**src/rtl/gpr_pkg.sv**
```systemverilog
package gpr_pkg;
    localparam int XLEN     = 64;
    localparam int IDX_W    = 5;
    localparam int NUM_REGS = 31;
    localparam int LINK_IDX = 30;
    localparam int ALIAS_IDX = 31;

    typedef enum logic [1:0] {
        SZ_8  = 2'd0,
        SZ_16 = 2'd1,
        SZ_32 = 2'd2,
        SZ_64 = 2'd3
    } acc_size_e;

    typedef enum logic [1:0] {
        NPC_SEQ = 2'd0,
        NPC_ABS = 2'd1,
        NPC_REL = 2'd2
    } npc_mode_e;
endpackage

```
**src/rtl/gpr_read_ext.sv**
```systemverilog
// Read view shaper: takes the low 8/16/32/64 bits of a stored word and
// extends them to the full width, sign or zero as requested.
// Assumes W is 64 so that all four size codes are meaningful.
module gpr_read_ext #(
    parameter int W = 64
) (
    input  logic [W-1:0] raw,
    input  logic [1:0]   size,
    input  logic         sgn,
    output logic [W-1:0] ext
);
    import gpr_pkg::*;

    // Select the slice and extend it
    always_comb begin
        unique case (acc_size_e'(size))
            SZ_8:  ext = {{(W-8){sgn & raw[7]}},   raw[7:0]};
            SZ_16: ext = {{(W-16){sgn & raw[15]}}, raw[15:0]};
            SZ_32: ext = {{(W-32){sgn & raw[31]}}, raw[31:0]};
            default: ext = raw;
        endcase
    end
endmodule

```
**src/rtl/gpr_pc_unit.sv**
```systemverilog
// Program-counter pair: holds PC and next-PC. The next-PC tracks PC+4
// unless a load request is given; a commit strobe installs it as PC.
// Assumes a commit and a load in the same cycle are resolved by letting the
// load see the PC value from before the commit.
module gpr_pc_unit #(
    parameter int W = 64
) (
    input  logic         clk,
    input  logic         rst_n,
    input  logic [1:0]   npc_mode,
    input  logic [W-1:0] npc_val,
    input  logic         pc_commit,
    output logic [W-1:0] pc,
    output logic [W-1:0] next_pc
);
    import gpr_pkg::*;

    localparam logic [W-1:0] STEP = W'(4);

    logic [W-1:0] pc_q, npc_q, pc_d, npc_d;

    // Compute the next PC and the next next-PC
    always_comb begin
        pc_d  = pc_commit ? npc_q : pc_q;
        unique case (npc_mode_e'(npc_mode))
            NPC_ABS: npc_d = npc_val;
            NPC_REL: npc_d = pc_q + npc_val;
            default: npc_d = pc_d + STEP;
        endcase
    end

    // Register the PC pair
    always_ff @(posedge clk) begin
        if (!rst_n) begin
            pc_q  <= '0;
            npc_q <= '0;
        end else begin
            pc_q  <= pc_d;
            npc_q <= npc_d;
        end
    end

    assign pc      = pc_q;
    assign next_pc = npc_q;


    commit_installs_npc_chk: assert property (@(posedge clk) disable iff (!rst_n)
        pc_commit |=> pc == $past(npc_q));

    abs_load_chk: assert property (@(posedge clk) disable iff (!rst_n)
        (npc_mode == 2'd1) |=> next_pc == $past(npc_val));
endmodule

```
**src/rtl/gpr_store.sv**
```systemverilog
// Storage array: 31 general registers plus a separate stack pointer.
// One write port (already resolved to index/data by the top) and a link
// write from save-link, where the port write has priority on index 30.
// Assumes the caller has already dropped writes to the zero register.
module gpr_store #(
    parameter int W     = 64,
    parameter int IW    = 5,
    parameter int NREGS = 31
) (
    input  logic          clk,
    input  logic          rst_n,
    input  logic          we,
    input  logic [IW-1:0] widx,
    input  logic          wsp,
    input  logic [W-1:0]  wdata,
    input  logic          link_we,
    input  logic [W-1:0]  link_data,
    input  logic [IW-1:0] ra_idx,
    input  logic          ra_sp,
    output logic [W-1:0]  ra_raw,
    input  logic [IW-1:0] rb_idx,
    input  logic          rb_sp,
    output logic [W-1:0]  rb_raw
);
    import gpr_pkg::*;

    localparam int LINK = LINK_IDX;

    logic [W-1:0] regs [NREGS];
    logic [W-1:0] sp_q;

    // One storage cell per general register
    for (genvar g = 0; g < NREGS; g++) begin : g_cell
        logic hit_port;
        logic hit_link;
        assign hit_port = we && !wsp && (widx == IW'(g));
        if (g == LINK) begin : g_link
            assign hit_link = link_we;
        end else begin : g_plain
            assign hit_link = 1'b0;
        end
        // Update this cell; a port write overrides the link write
        always_ff @(posedge clk) begin
            if (!rst_n)        regs[g] <= '0;
            else if (hit_port) regs[g] <= wdata;
            else if (hit_link) regs[g] <= link_data;
        end
    end

    // Stack pointer cell
    always_ff @(posedge clk) begin
        if (!rst_n)        sp_q <= '0;
        else if (we && wsp) sp_q <= wdata;
    end

    // Read port A: stack pointer or indexed register, zero beyond the array
    always_comb begin
        if (ra_sp)                      ra_raw = sp_q;
        else if (int'(ra_idx) < NREGS)  ra_raw = regs[ra_idx];
        else                            ra_raw = '0;
    end

    // Read port B, same decode as port A
    always_comb begin
        if (rb_sp)                      rb_raw = sp_q;
        else if (int'(rb_idx) < NREGS)  rb_raw = regs[rb_idx];
        else                            rb_raw = '0;
    end


    port_beats_link_chk: assert property (@(posedge clk) disable iff (!rst_n)
        (we && !wsp && widx == IW'(LINK) && link_we) |=> regs[LINK] == $past(wdata));

    link_saved_chk: assert property (@(posedge clk) disable iff (!rst_n)
        (link_we && !(we && !wsp && widx == IW'(LINK))) |=> regs[LINK] == $past(link_data));
endmodule

```
**src/rtl/gpr_file.sv**
```systemverilog
// Top of the general register file. Resolves register-31 aliasing per
// access, narrows 32-bit-and-below writes, shapes read views and connects
// the PC pair, whose next-PC feeds the link write.
// Assumes index 31 is the only aliased number and 30 is the link register.
module gpr_file #(
    parameter int W  = gpr_pkg::XLEN,
    parameter int IW = gpr_pkg::IDX_W
) (
    input  logic          clk,
    input  logic          rst_n,
    input  logic          wr_en,
    input  logic [IW-1:0] wr_idx,
    input  logic          wr_sp,
    input  logic [1:0]    wr_size,
    input  logic [W-1:0]  wr_data,
    input  logic [IW-1:0] ra_idx,
    input  logic          ra_sp,
    input  logic [1:0]    ra_size,
    input  logic          ra_signed,
    output logic [W-1:0]  ra_data,
    input  logic [IW-1:0] rb_idx,
    input  logic          rb_sp,
    input  logic [1:0]    rb_size,
    input  logic          rb_signed,
    output logic [W-1:0]  rb_data,
    input  logic [1:0]    npc_mode,
    input  logic [W-1:0]  npc_val,
    input  logic          pc_commit,
    input  logic          save_link,
    output logic [W-1:0]  pc,
    output logic [W-1:0]  next_pc
);
    import gpr_pkg::*;

    localparam logic [IW-1:0] ALIAS = IW'(ALIAS_IDX);

    logic          w_alias, w_go, w_to_sp;
    logic [W-1:0]  w_val;
    logic          a_to_sp, b_to_sp;
    logic [W-1:0]  a_raw, b_raw;

    // Resolve the write: drop zero-register writes, narrow small sizes
    always_comb begin
        w_alias = (wr_idx == ALIAS);
        w_to_sp = w_alias && wr_sp;
        w_go    = wr_en && (!w_alias || wr_sp);
        if (acc_size_e'(wr_size) == SZ_64) w_val = wr_data;
        else                               w_val = {{(W-32){1'b0}}, wr_data[31:0]};
    end

    // Resolve the read alias: stack pointer, or zero via an out-of-array index
    always_comb begin
        a_to_sp = (ra_idx == ALIAS) && ra_sp;
        b_to_sp = (rb_idx == ALIAS) && rb_sp;
    end

    gpr_pc_unit #(.W(W)) u_pc (
        .clk(clk), .rst_n(rst_n), .npc_mode(npc_mode), .npc_val(npc_val),
        .pc_commit(pc_commit), .pc(pc), .next_pc(next_pc)
    );

    gpr_store #(.W(W), .IW(IW), .NREGS(NUM_REGS)) u_store (
        .clk(clk), .rst_n(rst_n),
        .we(w_go), .widx(wr_idx), .wsp(w_to_sp), .wdata(w_val),
        .link_we(save_link), .link_data(next_pc),
        .ra_idx(ra_idx), .ra_sp(a_to_sp), .ra_raw(a_raw),
        .rb_idx(rb_idx), .rb_sp(b_to_sp), .rb_raw(b_raw)
    );

    gpr_read_ext #(.W(W)) u_ext_a (.raw(a_raw), .size(ra_size), .sgn(ra_signed), .ext(ra_data));
    gpr_read_ext #(.W(W)) u_ext_b (.raw(b_raw), .size(rb_size), .sgn(rb_signed), .ext(rb_data));


    zero_read_chk: assert property (@(posedge clk) disable iff (!rst_n)
        (ra_idx == ALIAS && !ra_sp) |-> ra_data == '0);

    upper_clear_chk: assert property (@(posedge clk) disable iff (!rst_n)
        (wr_en && wr_size != 2'd3 && !(wr_idx == ALIAS && !wr_sp) && !(save_link && wr_idx == IW'(LINK_IDX))
         && ra_idx == wr_idx && ra_sp == wr_sp && ra_size == 2'd3)
        |=> ($past(ra_idx) != ra_idx || $past(ra_sp) != ra_sp || ra_size != 2'd3
             || $past(wr_en && ra_idx == wr_idx) != 1'b1 || wr_en || save_link
             || ra_data[W-1:32] == '0));

    reset_clears_chk: assert property (@(posedge clk)
        !rst_n |=> (pc == '0 && next_pc == '0));
endmodule

```
**config.mk**
```make
export PLATFORM = sky130hd
export DESIGN_NAME = gpr_file
export DESIGN_NICKNAME = d
export VERILOG_FILES = /design/src/rtl/gpr_pkg.sv /design/src/rtl/gpr_read_ext.sv /design/src/rtl/gpr_pc_unit.sv /design/src/rtl/gpr_store.sv /design/src/rtl/gpr_file.sv
export SDC_FILE = /design/constraint.sdc
export NUM_CORES = 2
export LEC_CHECK = 0
export BUFFER_PORTS_ARGS = -buffer_cell sky130_fd_sc_hd__buf_2
export CELL_PAD_IN_SITES_DETAIL_PLACEMENT = 0
export CELL_PAD_IN_SITES_GLOBAL_PLACEMENT = 2
export CORE_MARGIN = 4
export CORE_UTILIZATION = 41
export CTS_BUF_LIST = sky130_fd_sc_hd__clkbuf_8 sky130_fd_sc_hd__clkbuf_16
export CTS_CLUSTER_DIAMETER = 120
export CTS_CLUSTER_SIZE = 14
export DETAILED_ROUTE_END_ITERATION = 10
export PLACE_DENSITY_LB_ADDON = 0.15
export SLEW_MARGIN = 0
export SYNTH_ARGS = -nofsm -noshare
export SYNTH_HDL_FRONTEND = slang
export SYNTH_SLANG_ARGS = --single-unit
```
**constraint.sdc**
```tcl
create_clock -name clk -period 19.4 [get_ports clk]
set_clock_uncertainty 0.15 [all_clocks]
set_input_delay 3.88 -clock clk [delete_from_list [all_inputs] [get_ports clk]]
set_output_delay 3.88 -clock clk [all_outputs]
set_load 0.01 [all_outputs]
```
==> out/qor.yml <==
grt_pass1_vias: 83600
totalWireLength_um: 507000
path_cells: "buf_8, buf_4, buf_4, buf_4, mux4_2, mux4_2, mux2i_1, o21ai_0, a21o_1, nand3_2, o21ai_0, buf_2"
cts_sinks: 2176
tightest_slew_ns: 1.51
min_to: "u_store.sp_q[11]"
die_w_um: 545
grt_start_max_net_pins: 155
netlist-cell-type-count: 91
rr_endpoint: "u_pc.next_pc[55]"
ant_nets: 0
route.vias.total: 84500
report.final.hold_viol_count: 0
worstSetupStartpointType: "input pin"
synth_xor_area_share_pct: 0.866
fin_util_pct: 45.1
r2r_slack_ns: 14.92
cts-root-buf: "clkbuf_16"
clk_latency_ns: 0.90
synth_compound_area_share_pct: 4.96
cts.clk_slew.worst_paths_ns: 0.07
row_count: 196
synth_mux_area_share_pct: 24.5
outcome: "finished, violations left"
yosys_warnings: 0
p_total_w: 0.0108
grt_remaining_overflow: 0
power_leakage_nw: 46.5
cts.path.max_buffers: 4
final_nets: 8759
synth_edf_count: 1984
drt-pass1-iter-count: 5
ys_top_cells_by_area: "edfxtp_1 (50%), mux4_2 (22%), and3_1 (4.3%)"
violations: "max-capacitance violations, max-slew violations"
tns_ns: 0
fp.coreArea_mm2: 0.286
place_hpwl_um: 281000
ctsResizeCount: 0
die_y_um: 545
fin_crit_ns: 13.97
synthAdderAreaFrac_pct: 0.715
track_usage_pct: 33.3
io_pins: 417
layout_worst_path_cycle_share_pct: 72.0
syn_nets: 8911
max_cap_viol_count: 1
ys.flop_type: "edfxtp_1"
power.density_mw_per_mm2: 83.4
drive_gt1_share_pct: 24.7
ys_ff_latch: 2176
rsz0062_at_grt: "no"
setup_viol: 0
synthArstFlopShare_pct: 0
synth_top_area_cell: "edfxtp_1"
dp_cells: 12100
cts_post_setup_buffers_inserted: 0
h-tree-depth: 4
io_buffers: 416
cts_tree: "built"
drt_iter0_markers: 13200
netlist_area_mm2: 0.118
r2r-start: "u_pc.pc[14]"
synthToLayoutAreaGrowth_pct: 9.14
peakVddDrop_mv: 0.0649
drc: 0
slew_viol_final: 2
syn_inst: 8683
path_class: "input pin to output pin"
ys_seq_area_share_pct: 53.6
yosysTopAreaCellShare_pct: 50.3
dieArea_mm2: 0.297
slew_headroom_pct: -2.01
slowest_delay_ns: 0.78
grt_antenna_before_repair: 63
holdCritStartpoint: "u_store.sp_q[11]"
synth_top_family_by_area: "multiplexers"
wl_per_cell_um: 40.8
cts_buffers: 181
finalWeightedCongestion: 0.849
max_clock_freq_mhz: 71.6
whs_path_depth: 2
synth_commonest_cells: "edfxtp_1 (1984), nor2_1 (1245), mux4_2 (1151)"
syn_avg_cell_area_um2: 13.6
cts_hold_buffers: 0
vias_per_cell: 6.79
grt_first_pass_wirelength_um: 695000
synth.most_common_cell: "edfxtp_1"
fin_cells: 12400
cp.required_ns: 15.37
end_kind: "output pin"
hold_class: "register to register"
yosys.area_share.simple_pct: 11.9
r2r_cells: 13
crit_fanout: 45
cp.arrival_ns: 9.94
slowest_stage: "buf_4"
path_common_cell: "buf_4"
start_util_pct: 41.3
## layout make-up
type / count / area, um^2
Antenna cell: 26 / 65.1
Fill cell: 25100 / 157000
Tap cell: 3762 / 4710
Sequential cell: 2176 / 63400
Clock inverter: 119 / 474
Clock buffer: 184 / 4600
Multi-Input combinational cell: 5495 / 51500
Timing Repair Buffer: 647 / 4200
Inverter: 30 / 125
## kinds of logic after synthesis
| family | count (synthesis) |
|---|---|
| flip-flops | 2176 |
| AND/OR/NAND/NOR | 2905 |
| multiplexers | 1462 |
| adder cells (fa/ha/maj) | 67 |
| AO/OA/AOI/OAI | 944 |
| buffers and inverters | 1012 |
| XOR/XNOR | 117 |
## how the worst max path moves through the flow
stage | start | slack, ns | to | cells past startpoint
after CTS | rb_idx[0] | 5.38 | rb_data[36] | 12
final | rb_idx[0] | 5.43 | rb_data[36] | 12
after global routing | rb_idx[0] | 5.20 | rb_data[36] | 12
after floorplan | ra_idx[0] | 8.83 | ra_data[16] | 10
after global placement | rb_idx[0] | 5.39 | rb_data[36] | 12
after detailed placement | rb_idx[0] | 5.40 | rb_data[36] | 12
## per-layer routing
layer	GRT usage [%]	wire, um
met1	45.4	193000
met2	51.3	230000
met3	7.49	57100
met4	15.0	26800
met5	0	165
## sequential cells by signal, indices dropped and copies added (netlist names)
| name | count |
|---|---|
| u_store.regs | 1984 |
| u_pc.pc | 64 |
| u_pc.next_pc | 64 |
| u_store.sp_q | 64 |
## per-stage QoR
stage          setup slack [ns]  hold WS [ns]  area [um^2]
6_report                   5.43         0.322       129000
5_1_grt                    5.20         0.336       129000
4_1_cts                    5.38         0.323       129000
3_5_place_dp               5.40         0.313       124000
3_3_place_gp               5.39         0.305       124000
2_1_floorplan              8.83         0.300       118000
## where the power goes
group | internal (W) | switching (W) | leakage [nW]
clock | 0.00171 | 0.00180 | 2.90
combinational | 0.000666 | 0.00107 | 23.1
sequential | 0.00536 | 0.000166 | 20.6
## placed cells by master, fill, tap and decap left out, types with 64 or more instances in the layout
cell       Yosys  final
inv_1         26    141
dfxtp_1      192    192
xnor2_1       66     66
a31oi_1       94     94
a21o_1        69     69
edfxtp_1    1984   1984
ha_1          66     64
nor2_1      1245   1225
and3_1       812    811
and2_1       173    172
nand3_1       92     88
o21ai_0      361    333
buf_4          6    211
clkbuf_16      0    184
a21oi_1      160    160
mux4_2      1151   1151
buf_2        129    403
nand2_1      423    396
mux2i_1      305    305
## worst max-delay path: cells and delay by family
kind / cells / cell delay [ns]
muxes: 3 / 1.22
buffers and inverters: 5 / 2.93
and+or+nand+nor: 1 / 0.53
AOI/OAI and AO/OA: 3 / 1.12
(Power assumes the default switching activity.)
